File: src/rtl/usb_ls_tx_pkg.sv
package usb_ls_tx_pkg;

    localparam logic [7:0] SYNC_BYTE = 8'h80;
    localparam int         SE0_BITS  = 2;

    // {dp, dm}
    localparam logic [1:0] LN_SE0 = 2'b00;
    localparam logic [1:0] LN_J   = 2'b01;
    localparam logic [1:0] LN_K   = 2'b10;

    typedef enum logic [2:0] {
        ST_IDLE,
        ST_SEND,
        ST_TAIL,
        ST_SE0,
        ST_EOPJ
    } tx_state_e;

    typedef struct packed {
        tx_state_e  st;
        logic [1:0] line;
        logic       oe;
        logic       done;
        logic       se0_cnt;
    } tx_regs_t;

    function automatic logic [1:0] flip_line(input logic [1:0] ln);
        return (ln == LN_J) ? LN_K : LN_J;
    endfunction

endpackage

File: src/rtl/usb_ls_tx_feed.sv
module usb_ls_tx_feed
    import usb_ls_tx_pkg::*;
#(
    parameter int MIN_BYTES = 2,
    parameter int MAX_BYTES = 12,
    parameter int LEN_W     = 4,
    parameter int BYTE_W    = 8
) (
    input  logic              clk,
    input  logic              rst_n,
    input  logic              load,
    input  logic              adv,
    input  logic [LEN_W-1:0]  len_in,
    input  logic [BYTE_W-1:0] data_byte,
    output logic              cur_bit,
    output logic              last_bit,
    output logic              byte_take
);
    localparam int IDX_W = $clog2(BYTE_W);

    typedef struct packed {
        logic [BYTE_W-1:0] sh;
        logic [IDX_W-1:0]  idx;
        logic [LEN_W-1:0]  left;
    } feed_t;

    feed_t cur_q, nx_d;
    logic [LEN_W-1:0] len_clamped;
    logic             byte_end;

    always_comb begin
        if (len_in < LEN_W'(MIN_BYTES))      len_clamped = LEN_W'(MIN_BYTES);
        else if (len_in > LEN_W'(MAX_BYTES)) len_clamped = LEN_W'(MAX_BYTES);
        else                                 len_clamped = len_in;
    end

    assign byte_end  = (cur_q.idx == IDX_W'(BYTE_W - 1));
    assign cur_bit   = cur_q.sh[0];
    assign last_bit  = byte_end && (cur_q.left == '0);
    assign byte_take = adv && byte_end && (cur_q.left != '0);

    always_comb begin
        nx_d = cur_q;
        if (load) begin
            nx_d.sh   = BYTE_W'(SYNC_BYTE);
            nx_d.idx  = '0;
            nx_d.left = len_clamped - LEN_W'(1);
        end else if (adv) begin
            if (byte_end) begin
                if (cur_q.left != '0) begin
                    nx_d.sh   = data_byte;
                    nx_d.idx  = '0;
                    nx_d.left = cur_q.left - LEN_W'(1);
                end
            end else begin
                nx_d.sh  = cur_q.sh >> 1;
                nx_d.idx = cur_q.idx + IDX_W'(1);
            end
        end
    end

    always_ff @(posedge clk or negedge rst_n) begin
        if (!rst_n) cur_q <= '0;
        else        cur_q <= nx_d;
    end

endmodule

File: src/rtl/usb_ls_tx_stuff.sv
module usb_ls_tx_stuff #(
    parameter int STUFF_RUN = 6
) (
    input  logic clk,
    input  logic rst_n,
    input  logic clr,
    input  logic bit_ev,
    input  logic bit_val,
    input  logic stuff_ev,
    output logic stuff_due
);
    localparam int CNT_W = $clog2(STUFF_RUN + 1);

    logic [CNT_W-1:0] run_q, run_d;

    always_comb begin
        run_d = run_q;
        if (clr || stuff_ev)  run_d = '0;
        else if (bit_ev)      run_d = bit_val ? run_q + CNT_W'(1) : '0;
    end

    assign stuff_due = (run_q == CNT_W'(STUFF_RUN));

    always_ff @(posedge clk or negedge rst_n) begin
        if (!rst_n) run_q <= '0;
        else        run_q <= run_d;
    end

endmodule

File: src/rtl/usb_ls_tx.sv
module usb_ls_tx
    import usb_ls_tx_pkg::*;
#(
    parameter int MIN_BYTES = 2,
    parameter int MAX_BYTES = 12,
    parameter int STUFF_RUN = 6,
    parameter int LEN_W     = $clog2(MAX_BYTES + 1)
) (
    input  logic             clk,
    input  logic             rst_n,
    input  logic             bit_tick,
    input  logic             start,
    input  logic [LEN_W-1:0] pkt_len,
    input  logic [7:0]       data_byte,
    output logic             byte_take,
    output logic             dp_out,
    output logic             dm_out,
    output logic             bus_oe,
    output logic             busy,
    output logic             done
);
    tx_regs_t cur_q, nx_d;

    logic load, adv, stuff_ev;
    logic cur_bit, last_bit, stuff_due;

    usb_ls_tx_feed #(
        .MIN_BYTES(MIN_BYTES),
        .MAX_BYTES(MAX_BYTES),
        .LEN_W    (LEN_W),
        .BYTE_W   (8)
    ) u_feed (
        .clk      (clk),
        .rst_n    (rst_n),
        .load     (load),
        .adv      (adv),
        .len_in   (pkt_len),
        .data_byte(data_byte),
        .cur_bit  (cur_bit),
        .last_bit (last_bit),
        .byte_take(byte_take)
    );

    usb_ls_tx_stuff #(
        .STUFF_RUN(STUFF_RUN)
    ) u_stuff (
        .clk      (clk),
        .rst_n    (rst_n),
        .clr      (load),
        .bit_ev   (adv),
        .bit_val  (cur_bit),
        .stuff_ev (stuff_ev),
        .stuff_due(stuff_due)
    );

    always_comb begin
        nx_d     = cur_q;
        nx_d.done = 1'b0;
        load     = 1'b0;
        adv      = 1'b0;
        stuff_ev = 1'b0;
        unique case (cur_q.st)
            ST_IDLE: begin
                nx_d.line = LN_J;
                nx_d.oe   = 1'b0;
                if (start) begin
                    nx_d.st = ST_SEND;
                    nx_d.oe = 1'b1;
                    load    = 1'b1;
                end
            end
            ST_SEND: begin
                if (bit_tick) begin
                    if (stuff_due) begin
                        nx_d.line = flip_line(cur_q.line);
                        stuff_ev  = 1'b1;
                    end else begin
                        adv = 1'b1;
                        if (!cur_bit) nx_d.line = flip_line(cur_q.line);
                        if (last_bit) nx_d.st = ST_TAIL;
                    end
                end
            end
            ST_TAIL: begin
                if (bit_tick) begin
                    if (stuff_due) begin
                        nx_d.line = flip_line(cur_q.line);
                        stuff_ev  = 1'b1;
                    end else begin
                        nx_d.line    = LN_SE0;
                        nx_d.st      = ST_SE0;
                        nx_d.se0_cnt = 1'b0;
                    end
                end
            end
            ST_SE0: begin
                if (bit_tick) begin
                    if (cur_q.se0_cnt == 1'(SE0_BITS - 1)) begin
                        nx_d.line = LN_J;
                        nx_d.st   = ST_EOPJ;
                    end else begin
                        nx_d.se0_cnt = cur_q.se0_cnt + 1'b1;
                    end
                end
            end
            ST_EOPJ: begin
                if (bit_tick) begin
                    nx_d.st   = ST_IDLE;
                    nx_d.oe   = 1'b0;
                    nx_d.done = 1'b1;
                    nx_d.line = LN_J;
                end
            end
            default: begin
                nx_d.st   = ST_IDLE;
                nx_d.oe   = 1'b0;
                nx_d.line = LN_J;
            end
        endcase
    end

    always_ff @(posedge clk or negedge rst_n) begin
        if (!rst_n) begin
            cur_q      <= '0;
            cur_q.st   <= ST_IDLE;
            cur_q.line <= LN_J;
        end else begin
            cur_q <= nx_d;
        end
    end

    assign dp_out = cur_q.line[1];
    assign dm_out = cur_q.line[0];
    assign bus_oe = cur_q.oe;
    assign busy   = (cur_q.st != ST_IDLE);
    assign done   = cur_q.done;

endmodule

File: config.mk
export PLATFORM = sky130hd
export DESIGN_NAME = usb_ls_tx
export DESIGN_NICKNAME = d
export VERILOG_FILES = /design/src/rtl/usb_ls_tx_pkg.sv /design/src/rtl/usb_ls_tx_feed.sv /design/src/rtl/usb_ls_tx_stuff.sv /design/src/rtl/usb_ls_tx.sv
export SDC_FILE = /design/constraint.sdc
export NUM_CORES = 1
export LEC_CHECK = 0
export ABC_AREA = 0
export BUFFER_PORTS_ARGS = -buffer_cell sky130_fd_sc_hd__buf_2
export CAP_MARGIN = 20
export CORE_ASPECT_RATIO = 0.8
export CORE_UTILIZATION = 40
export CTS_CLUSTER_DIAMETER = 50
export DETAILED_ROUTE_END_ITERATION = 16
export MAX_ROUTING_LAYER = met4
export PLACE_DENSITY_LB_ADDON = 0.15
export SLEW_MARGIN = 0
export SYNTH_ARGS = -nofsm -noshare
export SYNTH_HDL_FRONTEND = slang
export SYNTH_SLANG_ARGS = --single-unit
File: constraint.sdc
create_clock -name clk -period 3.65 [get_ports clk]
set_clock_uncertainty 0.1 [all_clocks]
set_input_delay 0.1825 -clock clk [delete_from_list [all_inputs] [get_ports clk]]
set_output_delay 0.1825 -clock clk [all_outputs]
set_load 0.01 [all_outputs]
==> results.sh <==
export IMPL_crit_path_start_kind="flip-flop"
export IMPL_gp_congestion=0.8172
export IMPL_synth_compound_area_share_pct=17.99
export IMPL_vdd_drop_max_mv=0.3181
export IMPL_seqCellArea_sq_um=651.9
export IMPL_synthAdderAreaFrac_pct=3.997
export IMPL_dr_pass1_iters=5
export IMPL_synthMuxAreaShare_pct=7.194
export IMPL_period_minus_slack_ps=2644
export IMPL_hold_violations=0
export IMPL_design_area_sq_mm=0.001735
export IMPL_root_buffer="clkbuf_8"
export IMPL_grt_first_pass_wirelength_mm=5.368
export IMPL_clk_pin_slew_ps=90
export IMPL_fin_crit_sh_pct=72.43
export IMPL_cap_violations=0
export IMPL_fillers=348
export IMPL_ys_flop_type="dfrtp_1"
export IMPL_ctsResizeCount=0
export IMPL_p_per_area_mw_per_mm2=571.4
export IMPL_synth_cell_types=49
export IMPL_power_frac_clock_pct=16.8
export IMPL_ys_seq_area_share_pct=41.65
export IMPL_grt_max_degree=27
export IMPL_ys_top_cells_by_count="nand2_1, dfrtp_1, a21oi_1, o21ai_0, mux2_2"
export IMPL_holdBufCountCts=1
export IMPL_core_sq_mm=0.003590
export IMPL_yosys_area_share_simple_pct=22.22
export IMPL_relSlewSlack_pct=47.25
export IMPL_cp_end_kind="flip-flop"
export IMPL_cts_tree="built"
export IMPL_hp_class="in -> reg"
export IMPL_syn_area_per_cell_sq_um=9.317
export IMPL_comb_power_share_pct=35.6
export IMPL_synthArstFlopShare_pct=100.0
export IMPL_netlist_area_sq_mm=0.001565
export IMPL_antenna_found_initial=0
export IMPL_port_buffers=21
export IMPL_fin_hold_ws_ps=51.11
export IMPL_power_leakage_nw=0.7721
export IMPL_final_setup_tns_ps=0
export IMPL_tightest_slew_ps=784.0
export IMPL_switchingPower_w=0.0003406
export IMPL_dr_first_iter_drc_count=81
export IMPL_grt_use_total_pct=17.22
export IMPL_rsz0062_at_grt="false"
export IMPL_power_internal_w=0.0006510
export IMPL_synthTopCellsByArea="dfrtp_1, mux2_2, nand2_1"
export IMPL_synth_warnings=0
export IMPL_fin_cells=237
export IMPL_initial_core_util_pct=43.60
export IMPL_yosysMostFrequentCell="nand2_1"
export IMPL_routedWlPerCell_um=13.66
export IMPL_whs_path_depth=3
export IMPL_grt_ovfl_total=0
export IMPL_grt_pass1_vias=1124
export IMPL_io_pins=22
export IMPL_dp_cells=232
export IMPL_antenna_left=0
export IMPL_postSynthCellCount=168
export IMPL_fp_dieW_um=71.94
export IMPL_setup_viol=0
export IMPL_synth_top_cell_by_area="dfrtp_1"
export IMPL_worst_path_max_fanout=18
export IMPL_area_growth_synth_to_final_pct=10.87
export IMPL_synth_top_cell_area_share_pct=39.97
export IMPL_place_area_sq_mm=0.001680
export IMPL_maxSlewViolCount=0
export IMPL_power_frac_seq_pct=47.6
export IMPL_cts_htree_levels=1
export IMPL_clockBufferDepth=2
export IMPL_antenna_cells=0
export IMPL_synth_fp_nets=189
export IMPL_status="finished, final reports clean"
export IMPL_drc=0
export IMPL_synth_xor_area_share_pct=1.679
export IMPL_finalNetCount=207
export IMPL_swShare_pct=34.35
export IMPL_post_cts_buffers=0
export IMPL_synth_top_family_by_area="simple AND/OR/NAND/NOR gates"
export IMPL_finish_utilization_pct=48.34
export IMPL_drive_gt1_share_pct=22.16
export IMPL_worstSkewPairLatency_ps=270
export IMPL_routed_wl_mm=3.237
export IMPL_cp_required_ps=3730
export IMPL_synth_edf_count=0
export IMPL_cts_buffers=3
export IMPL_dp_hpwl_mm=2.329
export IMPL_die_area_sq_mm=0.004169
export IMPL_vias_per_cell=5.380
export IMPL_cts_sinks=26
export IMPL_vias=1275
export IMPL_die_height_um=57.95
export IMPL_timing_fmax_mhz=378.3
export IMPL_row_count=19
export IMPL_critical_path_class="reg -> reg"
export IMPL_multi_input_area_sq_um=835.8
export IMPL_worstRegToRegCells=7
export IMPL_cp_data_arrival_time_ps=2730
export IMPL_ys_ff_latch=26
## logic make-up after synthesis
group | Yosys count
and+or+nand+nor | 66
buffers and inverters | 14
DFF | 26
AOI/OAI and AO/OA | 44
xor gates and xnor gates | 3
adders and majority gates | 5
muxes | 10
## layout make-up
class,count,area share (%)
inverters,4,0.8652
repair buffers,23,7.066
flip-flops and latches,26,37.56
multi-input cells,128,48.16
clock buffers,4,2.596
well taps,52,3.749
## critical path, stage by stage, from the launching register on
cell      delay, ps
dfrtp_1         570
or3b_4          470
or2_1           440
a21oi_1         250
ha_1            210
inv_1            60
or3_1           340
o211ai_1        100
## layer usage
layer,global-route usage [%],routed length [um],vias to the layer above
met5,-,0,-
met1,24.00,1594,610
met4,3.361,19,0
met2,25.74,1490,24
li1,-,-,639
met3,4.174,132,2
## stage by stage
stage	setup slack, ps	power [W]
finish	1006	0.0009916
detailed placement	1035	0.0008330
global route	785.2	0.001078
CTS	1016	0.001005
global placement	1145	0.0008107
floorplan	1358	0.0007324
## registers in the layout, summed over array words and instances, names as in the netlist
signal / flops
dm_out: 1
u_feed.cur_bit: 1
done: 1
dp_out: 1
cur_q: 4
bus_oe: 1
u_stuff.run_q: 3
u_feed.cur_q: 14
## power groups by stage
stage	logic, W	registers (W)	clock network [W]
final	0.000353	0.000472	0.000167
after global routing	0.000404	0.000486	0.000187
after CTS	0.000359	0.000472	0.000175
after detailed placement	0.000356	0.000477	0
after global placement	0.000340	0.000470	0
after floorplan	0.000273	0.000460	0
## final timing paths
path | slack, ps | endpoint | startpoint
worst max-delay path | 1010 | u_feed.cur_q[2] | cur_q[5]
worst min-delay path | 50 | u_feed.cur_q[14] | data_byte[7]
min in group asynchronous | 340 | cur_q[7] | rst_n
worst min register to register | 400 | bus_oe | bus_oe
max in group asynchronous | 2720 | u_feed.cur_q[9] | rst_n
worst max register to register | 1010 | u_feed.cur_q[2] | cur_q[5]
## cell usage in the layout (no fill, tap or decap), drive strengths merged, types with 2 or more instances in the layout
cell type   n
mux2       10
or3         3
o21ai      13
inv         4
a21o        2
nor4b       2
xnor2       2
nand2      28
or3b        2
a31o        2
dfrtp      25
buf        22
o211ai      2
nand3       2
nand4b      2
clkbuf      4
a21oi      13
nor3        6
ha          5
or2         2
nor2b       2
nor2        5
a211oi      3
nand2b      5
No activity file was read; power rests on OpenSTA's default activity.
